`config.mk`:
```
export PLATFORM = sky130hd
export DESIGN_NAME = esb_frame_slip_store
export DESIGN_NICKNAME = d
export VERILOG_FILES = /design/src/rtl/esb_pkg.sv /design/src/rtl/esb_store.sv /design/src/rtl/esb_wr_ctrl.sv /design/src/rtl/esb_rd_ctrl.sv /design/src/rtl/esb_flags.sv /design/src/rtl/esb_frame_slip_store.sv
export SDC_FILE = /design/constraint.sdc
export NUM_CORES = 1
export LEC_CHECK = 0
export ABC_AREA = 1
export BUFFER_PORTS_ARGS = -buffer_cell sky130_fd_sc_hd__clkbuf_2
export CELL_PAD_IN_SITES_DETAIL_PLACEMENT = 1
export CELL_PAD_IN_SITES_GLOBAL_PLACEMENT = 1
export CORE_MARGIN = 5
export CORE_UTILIZATION = 50
export CTS_CLUSTER_DIAMETER = 80
export DETAILED_ROUTE_END_ITERATION = 6
export PLACE_DENSITY_LB_ADDON = 0.1
export SYNTH_ARGS = -nofsm -noshare
export SYNTH_HDL_FRONTEND = slang
export SYNTH_SLANG_ARGS = --single-unit
export TNS_END_PERCENT = 100
```
`constraint.sdc`:
```
create_clock -name clk -period 1 [get_ports clk]
set_clock_uncertainty 0.15 [all_clocks]
set_input_delay 0.25 -clock clk [delete_from_list [all_inputs] [get_ports clk]]
set_output_delay 0.25 -clock clk [all_outputs]
set_load 0.005 [all_outputs]
```
`src/rtl/esb_pkg.sv`:
```
package esb_pkg;
  typedef enum logic [1:0] {
    SLIP_NONE   = 2'd0,
    SLIP_REPEAT = 2'd1,
    SLIP_DELETE = 2'd2
  } slip_e;

  localparam int unsigned FLG_REPEAT = 0;
  localparam int unsigned FLG_DELETE = 1;
  localparam int unsigned FLG_W      = 2;
endpackage

```
`src/rtl/esb_store.sv`:
```
module esb_store #(
  parameter int unsigned DW = 8,
  parameter int unsigned AW = 6
) (
  input  logic          clk,
  input  logic          we,
  input  logic [AW-1:0] waddr,
  input  logic [DW-1:0] wdata,
  input  logic          re,
  input  logic [AW-1:0] raddr,
  output logic [DW-1:0] rdata
);
  localparam int unsigned DEPTH = 1 << AW;

  logic [DW-1:0] mem [DEPTH];

  // Storage has no reset; a read of the address being written returns old data.
  always_ff @(posedge clk) begin
    if (we) mem[waddr] <= wdata;
    if (re) rdata <= mem[raddr];
  end
endmodule

```
`src/rtl/esb_wr_ctrl.sv`:
```
module esb_wr_ctrl #(
  parameter int unsigned FB = 5
) (
  input  logic          clk,
  input  logic          rst_n,
  input  logic          wr_en,
  input  logic          wr_fs,
  output logic [FB:0]   waddr,
  output logic [FB+1:0] wptr
);
  localparam int unsigned PW = FB + 2;
  localparam logic [PW-1:0] ONE   = {{(PW-1){1'b0}}, 1'b1};
  localparam logic [PW-1:0] FRAME = ONE << FB;

  logic [PW-1:0] wptr_q, wptr_d, base;
  logic          aligned;

  always_comb begin
    aligned = (wptr_q[FB-1:0] == '0);
    base    = wptr_q;
    if (wr_fs && !aligned) base = {wptr_q[PW-1:FB], {FB{1'b0}}} + FRAME;
    wptr_d  = wr_en ? base + ONE : wptr_q;
    waddr   = base[FB:0];
  end

  always_ff @(posedge clk or negedge rst_n) begin
    if (!rst_n) wptr_q <= FRAME;
    else        wptr_q <= wptr_d;
  end

  assign wptr = wptr_q;


  wr_hold_chk: assert property (@(posedge clk) disable iff (!rst_n)
    !wr_en |=> $stable(wptr_q));

  wr_realign_chk: assert property (@(posedge clk) disable iff (!rst_n)
    (wr_en && wr_fs) |=> (wptr_q[FB-1:0] == ONE[FB-1:0]));
endmodule

```
`src/rtl/esb_rd_ctrl.sv`:
```
module esb_rd_ctrl
  import esb_pkg::*;
#(
  parameter int unsigned FB = 5
) (
  input  logic          clk,
  input  logic          rst_n,
  input  logic          rd_en,
  input  logic [FB+1:0] wptr,
  output logic [FB:0]   raddr,
  output logic          head,
  output slip_e         slip
);
  localparam int unsigned PW = FB + 2;
  localparam logic [PW-1:0] ONE        = {{(PW-1){1'b0}}, 1'b1};
  localparam logic [PW-1:0] FRAME      = ONE << FB;
  localparam logic [PW-1:0] TWO_FRAMES = FRAME << 1;

  logic [PW-1:0] rptr_q, rptr_d, fill, base;
  logic          at_bnd;

  always_comb begin
    fill   = wptr - rptr_q;
    at_bnd = (rptr_q[FB-1:0] == '0);
    slip   = SLIP_NONE;
    base   = rptr_q;
    if (rd_en && at_bnd) begin
      if (fill < FRAME) begin
        slip = SLIP_REPEAT;
        base = rptr_q - FRAME;
      end else if (fill >= TWO_FRAMES) begin
        slip = SLIP_DELETE;
        base = rptr_q + FRAME;
      end
    end
    rptr_d = rd_en ? base + ONE : rptr_q;
    raddr  = base[FB:0];
    head   = at_bnd;
  end

  always_ff @(posedge clk or negedge rst_n) begin
    if (!rst_n) rptr_q <= '0;
    else        rptr_q <= rptr_d;
  end


  rd_midframe_step_chk: assert property (@(posedge clk) disable iff (!rst_n)
    (rd_en && !at_bnd) |=> (rptr_q == $past(rptr_q) + ONE));

  rd_no_slip_midframe_chk: assert property (@(posedge clk) disable iff (!rst_n)
    !at_bnd |-> (slip == SLIP_NONE));

  rd_repeat_refill_chk: assert property (@(posedge clk) disable iff (!rst_n)
    (slip == SLIP_REPEAT) |=> ((wptr - rptr_q) >= FRAME - ONE));

  rd_hold_chk: assert property (@(posedge clk) disable iff (!rst_n)
    !rd_en |=> $stable(rptr_q));
endmodule

```
`src/rtl/esb_flags.sv`:
```
module esb_flags
  import esb_pkg::*;
(
  input  logic             clk,
  input  logic             rst_n,
  input  slip_e            slip,
  input  logic             host_we,
  input  logic [FLG_W-1:0] host_wdata,
  output logic [FLG_W-1:0] flags
);
  logic [FLG_W-1:0] set_vec, clr_vec, flags_q, flags_d;

  always_comb begin
    set_vec             = '0;
    set_vec[FLG_REPEAT] = (slip == SLIP_REPEAT);
    set_vec[FLG_DELETE] = (slip == SLIP_DELETE);
    clr_vec             = host_we ? host_wdata : '0;
    flags_d             = (flags_q & ~clr_vec) | set_vec;
  end

  always_ff @(posedge clk or negedge rst_n) begin
    if (!rst_n) flags_q <= '0;
    else        flags_q <= flags_d;
  end

  assign flags = flags_q;

  for (genvar i = 0; i < FLG_W; i++) begin : g_bit

    flag_sticky_chk: assert property (@(posedge clk) disable iff (!rst_n)
      (flags_q[i] && !clr_vec[i]) |=> flags_q[i]);

    flag_clear_chk: assert property (@(posedge clk) disable iff (!rst_n)
      (clr_vec[i] && !set_vec[i]) |=> !flags_q[i]);

    flag_set_wins_chk: assert property (@(posedge clk) disable iff (!rst_n)
      set_vec[i] |=> flags_q[i]);
  end
endmodule

```
`src/rtl/esb_frame_slip_store.sv`:
```
module esb_frame_slip_store
  import esb_pkg::*;
#(
  parameter int unsigned DW = 8,
  parameter int unsigned FB = 5
) (
  input  logic             clk,
  input  logic             rst_n,
  input  logic             wr_en,
  input  logic             wr_fs,
  input  logic [DW-1:0]    wr_data,
  input  logic             rd_en,
  output logic [DW-1:0]    rd_data,
  output logic             rd_fs,
  input  logic             host_we,
  input  logic [FLG_W-1:0] host_wdata,
  output logic [FLG_W-1:0] slip_status
);
  localparam int unsigned AW = FB + 1;
  localparam int unsigned PW = FB + 2;

  logic [1:0]    rst_pipe;
  logic          rst_core_n;
  logic [AW-1:0] waddr, raddr;
  logic [PW-1:0] wptr;
  logic          head, rd_fs_q;
  slip_e         slip;

  // Reset asserts at once, releases two clocks after rst_n rises.
  always_ff @(posedge clk or negedge rst_n) begin
    if (!rst_n) rst_pipe <= '0;
    else        rst_pipe <= {rst_pipe[0], 1'b1};
  end
  assign rst_core_n = rst_pipe[1];

  esb_wr_ctrl #(.FB(FB)) u_wr (
    .clk   (clk),
    .rst_n (rst_core_n),
    .wr_en (wr_en),
    .wr_fs (wr_fs),
    .waddr (waddr),
    .wptr  (wptr)
  );

  esb_rd_ctrl #(.FB(FB)) u_rd (
    .clk   (clk),
    .rst_n (rst_core_n),
    .rd_en (rd_en),
    .wptr  (wptr),
    .raddr (raddr),
    .head  (head),
    .slip  (slip)
  );

  esb_store #(.DW(DW), .AW(AW)) u_store (
    .clk   (clk),
    .we    (wr_en),
    .waddr (waddr),
    .wdata (wr_data),
    .re    (rd_en),
    .raddr (raddr),
    .rdata (rd_data)
  );

  esb_flags u_flags (
    .clk        (clk),
    .rst_n      (rst_core_n),
    .slip       (slip),
    .host_we    (host_we),
    .host_wdata (host_wdata),
    .flags      (slip_status)
  );

  always_ff @(posedge clk or negedge rst_core_n) begin
    if (!rst_core_n)  rd_fs_q <= 1'b0;
    else if (rd_en)   rd_fs_q <= head;
  end
  assign rd_fs = rd_fs_q;


  rd_marker_chk: assert property (@(posedge clk) disable iff (!rst_core_n)
    (rd_en && raddr[FB-1:0] != '0) |=> !rd_fs);
endmodule

```
==> metrics.csv, run 1 <==
metric,value,unit
clockRootBuffer,clkbuf_16,
path_cells,nor4_4 -> nand2_1 -> nand2_2 -> inv_2 -> nand2_2 -> nand2_4 -> inv_4 -> buf_6 -> nand3_4 -> buf_4 -> nor2_4 -> buf_6,
avgSynthCellArea,12.4,um^2
report.final.setup_viol,571,
synthCells,1769,
status,"complete, but fails checks",
slew_violations,0,
first_pass_iters,5,
cp.required,1.17,ns
crit_path_max_incr_delay,0.41,ns
drive_above_1_share,23.2,%
p_leak,0.00957,uW
port_buffers,26,
path_max_fanout,6,
synth-edff-count,520,
power.share.clock,25.7,%
antenna_found_initial,0,
grt_usage,28.5,%
min_path_type,input port to flip-flop,
die-width,219,um
h-tree-depth,2,
grt_first_pass_wirelength,103000,um
die_area,0.0480,mm^2
tightest_slew,0.587,ns
violations,"hold timing, setup timing",
period_minus_slack,2.38,ns
slew_headroom,60.8,%
p_int,48600,uW
place_inst,2513,
finalCritPeriodShare,238,%
start_util,50.7,%
io_pins,27,
totalPowerFinal,77700,uW
std_cell_rows,76,
fp.dieH,219,um
path_buf_inv,5,
dp_slack,-1.44,ns
syn_to_final_growth,26.1,%
ys_async_sr_fraction,3.53,%
path_class,flip-flop to flip-flop,
powerDensity,2820,mW/mm^2
stdcell_count,2640,
swShare,37.4,%
finalHoldViolCount,4,
netlist_area,0.0219,mm^2
ys_ff_latch,539,
hold_buffers,13,
synth_flop_cell,edfxtp_1,
synth.yosys.seq_area_share,73.6,%
drc,0,
hold_path_end,u_wr.wptr[1],
p_seq_share,34.0,%
drt-vias-per-instance,5.92,
gp_congestion,0.846,
overflow,0,
layout_commonest_cell,edfxtp_1,
clk_latency,0.61,ns
p_sw,29100,uW
grt_max_degree,65,
synth_fp_nets,1793,
cap_violations,0,
r2r_end,u_store.mem[48][4],
diodes,0,
cp_data_arrival_time,2.55,ns
final_cell_mix,"520 x edfxtp_1, 314 x nor2_1, 249 x o21ai_0",
coreArea,0.0432,mm^2
clock.fmax,420,MHz
r2r_start,u_wr.wptr[1],
hold_start,wr_en,
synth_cell_types,35,
r2r_setup_slack,-1.38,ns
hold_depth,4,
setup_slack,-1.38,ns
ant_nets,0,
vias,15600,
worstSetupEndpointType,flip-flop,
drt_iter0_drc,1301,
tritoncts,built,
wl,67900,um
hpwlAfterDp,43200,um
clkTransAtPathRegs,0.06,ns
hold_slack,-0.116,ns
cpMaxStageDelayCell,dfrtp_1,
cp_top_family,simple AND/OR/NAND/NOR gates,
ir_worst_vdd,0.00164,V
cts_buffer_depth,3,
grt_pass1_vias,16800,
r2r_cells,12,
clkSinkCount,539,
yosysWarningCount,0,
drt-wirelength-per-cell,25.7,um
nNetsFinal,2039,
crit_path_start_kind,flip-flop,
rsz0062_at_grt,true,
power_frac_comb,40.3,%
numCtsBuffers,55,
## layout make-up
type	count	area [um^2]
flip-flops and latches	539	16100
fillers	4225	15600
multi-input cells	1092	5690
repair buffers	291	3170
clock buffers	71	1470
well taps	585	732
clock inverters	26	258
inverters	36	156
## state kept, by name (all words and copies together), names as in the netlist
name and count:
u_wr.wptr 7, rst_pipe 2, u_flags.flags 2, rd_fs 1, u_rd.rptr_q 7, u_store.mem 512
u_store.rdata 8
## worst min-delay path, cell delays in order
cell      delay (ns)
clkbuf_2        0.09
buf_4           0.15
nand2_1         0.07
nand2_1         0.06
## metal layers
metal	GRT usage, %	routed length (um)	vias up
li1	-	-	6906
met1	37.9	28000	8137
met2	49.1	34100	482
met3	4.64	3830	107
met4	8.12	1950	0
met5	0	0	-
## timing repair
item	in CTS	in global routing
cloned	2	0
hold endpoints to repair	341	4
pin swaps	24	8
buffers inserted	10	5
endpoints found under the setup margin	548	599
resized for setup	130	47
## power groups by stage
stage	clock, uW	sequential (uW)	combinational (uW)
floorplan	0	26600	15700
global placement	0	26800	27300
detailed placement	0	26800	28200
CTS	20300	26400	30300
global route	21300	26400	33500
finish	20000	26400	31300
## synthesized netlist by cell type, types with 2 or more instances
cell type | instances | share of area [%]
a21oi_1 | 21 | 0.48
nor4_1 | 3 | 0.086
nand2_2 | 10 | 0.29
buf_6 | 9 | 0.46
o21ai_0 | 258 | 5.9
nand4_1 | 14 | 0.40
buf_1 | 3 | 0.051
buf_4 | 14 | 0.48
nand3_4 | 3 | 0.24
clkbuf_1 | 33 | 0.57
inv_2 | 5 | 0.086
nand3_1 | 45 | 1.0
nand2_1 | 205 | 3.5
nor3_1 | 3 | 0.069
a22oi_1 | 2 | 0.069
o21ai_1 | 17 | 0.39
edfxtp_1 | 520 | 71
o22ai_1 | 120 | 3.4
xor2_1 | 5 | 0.20
dfrtp_1 | 18 | 2.1
ha_1 | 8 | 0.46
nor2_1 | 369 | 6.3
buf_2 | 42 | 0.96
xnor2_1 | 3 | 0.12
inv_1 | 29 | 0.50
## worst max path at each step
stage                    from                  to  slack (ns)  cells after the start
3_5_place_dp     u_wr.wptr[2]  u_store.mem[50][2]       -1.44                     11
2_1_floorplan  u_rd.rptr_q[1]    u_store.rdata[3]       -1.23                     17
3_3_place_gp   u_rd.rptr_q[0]    u_store.rdata[5]       -1.40                      8
4_1_cts        u_rd.rptr_q[0]    u_store.rdata[1]       -1.32                     10
5_1_grt          u_wr.wptr[1]  u_store.mem[48][4]       -1.46                     12
6_report         u_wr.wptr[1]  u_store.mem[48][4]       -1.38                     12
## per-stage QoR
stage,instance area (um^2),TNS (ns),util (%)
final,27600,-684.34,63.9
after global routing,27600,-727.77,63.9
after CTS,27300,-666.87,63.3
after detailed placement,24800,-728.58,57.5
after global placement,24800,-641.21,57.5
after floorplan,22100,-601.70,-
## logic make-up after synthesis
family	count (synthesis)	synth area share [%]
flip-flops	539	73.6
other	1	0.0171
AO/OA/AOI/OAI	420	10.4
adder cells (fa/ha/maj)	8	0.458
buffers and inverters	139	3.25
AND/OR/NAND/NOR	654	12.0
XOR/XNOR	8	0.320
No activity file was read; power rests on OpenSTA's default activity.
==> inputs of run 2 (changes only) <==
- CELL_PAD_IN_SITES_DETAIL_PLACEMENT: 1 -> default
- CELL_PAD_IN_SITES_GLOBAL_PLACEMENT: 1 -> default
- PLACE_DENSITY: default -> 0.66
- PLACE_DENSITY_LB_ADDON: 0.1 -> default
==> run 2 against run 1 <==
- the flow still finishes with violations (hold timing, setup timing)
- sequential power hardly changed
- first-iteration DRC count increased by 24%
- fmax grew 4.9%
- sequential cell count is the same
- routed wire length is 12% lower
- combinational power barely moved
- global-route usage down 4.3 points
- final cell count about the same
- cell area grew 1.7%
- power shrank 1.2%
==> metrics.csv, run 2 (synthesized netlist as in run 1, its figures left out) <==
metric,value,unit,change
wl,59900,um,-12%
setup_slack,-1.27,ns,+0.110 ns
cpMaxStageDelayCell,dfstp_2,,
vias,15300,,-2.4%
hold_buffers,12,,-1
ant_nets,0,,unchanged
gp_congestion,0.911,,+7.7%
power.share.clock,24.5,%,-1.2 points
p_int,48300,uW,-0.69%
largest_reg_flops,512,,unchanged
layout_commonest_cell,edfxtp_1,,
p_leak,0.00964,uW,+0.66%
largest_register,u_store.mem,,
p_seq_share,34.4,%,+0.4 points
r2r_cells,12,,unchanged
grt_pass1_vias,14900,,-11%
clockRootBuffer,clkbuf_16,,
cp_data_arrival_time,2.47,ns,-0.08 ns
min_path_type,input port to flip-flop,,
crit_path_start_kind,flip-flop,,
rsz0062_at_grt,true,,
hold_slack,-0.0984,ns,+0.0171 ns
cp.required,1.20,ns,+0.03 ns
path_common_cell,nand2_2,,
swShare,37.1,%,-0.35 points
nNetsFinal,2037,,-0.098%
fin_util,65.0,%,+1.1 points
powerDensity,2730,mW/mm^2,-2.9%
worstSetupEndpointType,flip-flop,,
grt_usage,24.3,%,-4.3 points
violations,"hold timing, setup timing",,
coreArea,0.0432,mm^2,unchanged
drc,0,,unchanged
syn_to_final_growth,28.3,%,
clkSinkCount,539,,unchanged
drt-wirelength-per-cell,22.7,um,-12%
cap_violations,0,,unchanged
drive_above_1_share,25.6,%,+2.4 points
cts_buffer_depth,3,,unchanged
first_pass_iters,5,,unchanged
grt_first_pass_wirelength,88300,um,-14%
std_cell_rows,76,,unchanged
slew_violations,0,,unchanged
tns,-637.42,ns,+46.91 ns
finalCritPeriodShare,227,%,-11 points
p_sw,28400,uW,-2.2%
numCtsBuffers,53,,-3.6%
final_cell_mix,"520 x edfxtp_1, 296 x nor2_1, 242 x o21ai_0",,
antenna_found_initial,0,,unchanged
h-tree-depth,2,,unchanged
overflow,0,,unchanged
ir_worst_vdd,0.00199,V,+21%
tritoncts,built,,
path_cells,ha_4 -> nand2_2 -> nand2_2 -> a21oi_4 -> nand2_2 -> nand2_2 -> nand2_2 -> nand2_4 -> nand3_4 -> nand2_8 -> buf_6 -> o21ai_1,,
hold_depth,3,,-1
crit_path_max_incr_delay,0.56,ns,+0.15 ns
report.final.setup_viol,548,,-4.0%
die_area,0.0480,mm^2,unchanged
clk_latency,0.60,ns,about the same
start_util,50.7,%,unchanged
path_max_fanout,5,,-1
drt_iter0_drc,1608,,+24%
power_frac_comb,41.1,%,+0.8 points
period_minus_slack,2.27,ns,-0.110 ns
clock.fmax,440,MHz,+4.9%
drt-vias-per-instance,5.78,,-2.3%
grt_max_degree,71,,+9.2%
diodes,0,,unchanged
reg_top3,"u_store.mem (512), u_store.rdata (8)",,
status,"complete, but fails checks",,
fp.dieH,219,um,unchanged
io_pins,27,,unchanged
finalHoldViolCount,18,,+14
hpwlAfterDp,35000,um,-19%
path_class,flip-flop to flip-flop,,
clkTransAtPathRegs,0.06,ns,about the same
port_buffers,26,,unchanged
die-width,219,um,unchanged
-- run 2: cell types whose count changed in the layout (fill, tap and decap cells not counted), sizes merged --
cell / before / now
bufbuf: 1 / 2
bufinv: 5 / 2
clkbuf: 97 / 86
clkinv: 19 / 29
clkinvlp: 1 / 5
dlygate4sd3: 13 / 12
inv: 37 / 35
-- run 2: through the flow --
stage | power, uW | area (um^2) | setup slack (ns) | std cells
CTS | 74400 | 27000 | -1.21 | 2627
floorplan | 42300 | 22100 | -1.23 | 1769
global route | 80200 | 28100 | -1.38 | 2638
finish | 76700 | 28100 | -1.27 | 2638
detailed placement | 53200 | 24600 | -1.34 | 2499
global placement | 52800 | 24600 | -1.29 | 2499
-- run 2: worst max-delay path, delay by kind of cell, from the launching register on --
| kind | cells | cell delay [ns] |
|---|---|---|
| AOI/OAI and AO/OA | 2 | 0.22 |
| adders and majority gates | 1 | 0.22 |
| buffers and inverters | 1 | 0.10 |
| DFF | 1 | 0.56 |
| and+or+nand+nor | 8 | 0.76 |
-- run 2: cell type report --
cell class / instances / area [um^2]
Multi-Input combinational cell: 1092 / 6130
Tap cell: 585 / 732
Sequential cell: 539 / 16100
Fill cell: 3122 / 15100
Clock inverter: 35 / 230
Inverter: 36 / 168
Clock buffer: 60 / 1400
Timing Repair Buffer: 291 / 3300
-- run 2: timing repair --
item,4_1_cts,5_1_grt
gates cloned,3,1
gates resized for setup,118,229
buffers inserted,18,13
endpoints found under the setup margin,548,548
hold endpoints to repair,167,26
pin swaps,42,41
-- run 2: power by group through the flow --
stage	Clock (uW)	Combinational, uW	Sequential [uW]
finish	18800	31500	26400
global route	20100	33700	26400
CTS	19000	29000	26400
detailed placement	0	26400	26800
global placement	0	26000	26800
floorplan	0	15700	26600
-- run 2: final timing paths --
kind / start / slack (ns) / to
worst max-delay path: u_wr.wptr[5] / -1.27 / u_store.rdata[3]
worst min-delay path: rd_en / -0.1 / rd_fs
worst max register to register: u_wr.wptr[5] / -1.27 / u_store.rdata[3]
worst min register to register: rst_pipe[1] / 0.04 / u_flags.flags[0]
max in group asynchronous: rst_n / 0.23 / rst_pipe[0]
min in group asynchronous: rst_pipe[1] / 0.04 / u_flags.flags[0]
-- run 2: layer usage --
layer / track usage, % / wire (um) / up-vias
li1: - / - / 6911
met1: 33.7 / 24300 / 7534
met2: 39.5 / 28900 / 677
met3: 3.81 / 4480 / 134
met4: 8.52 / 2170 / 0
met5: 0 / 0 / -
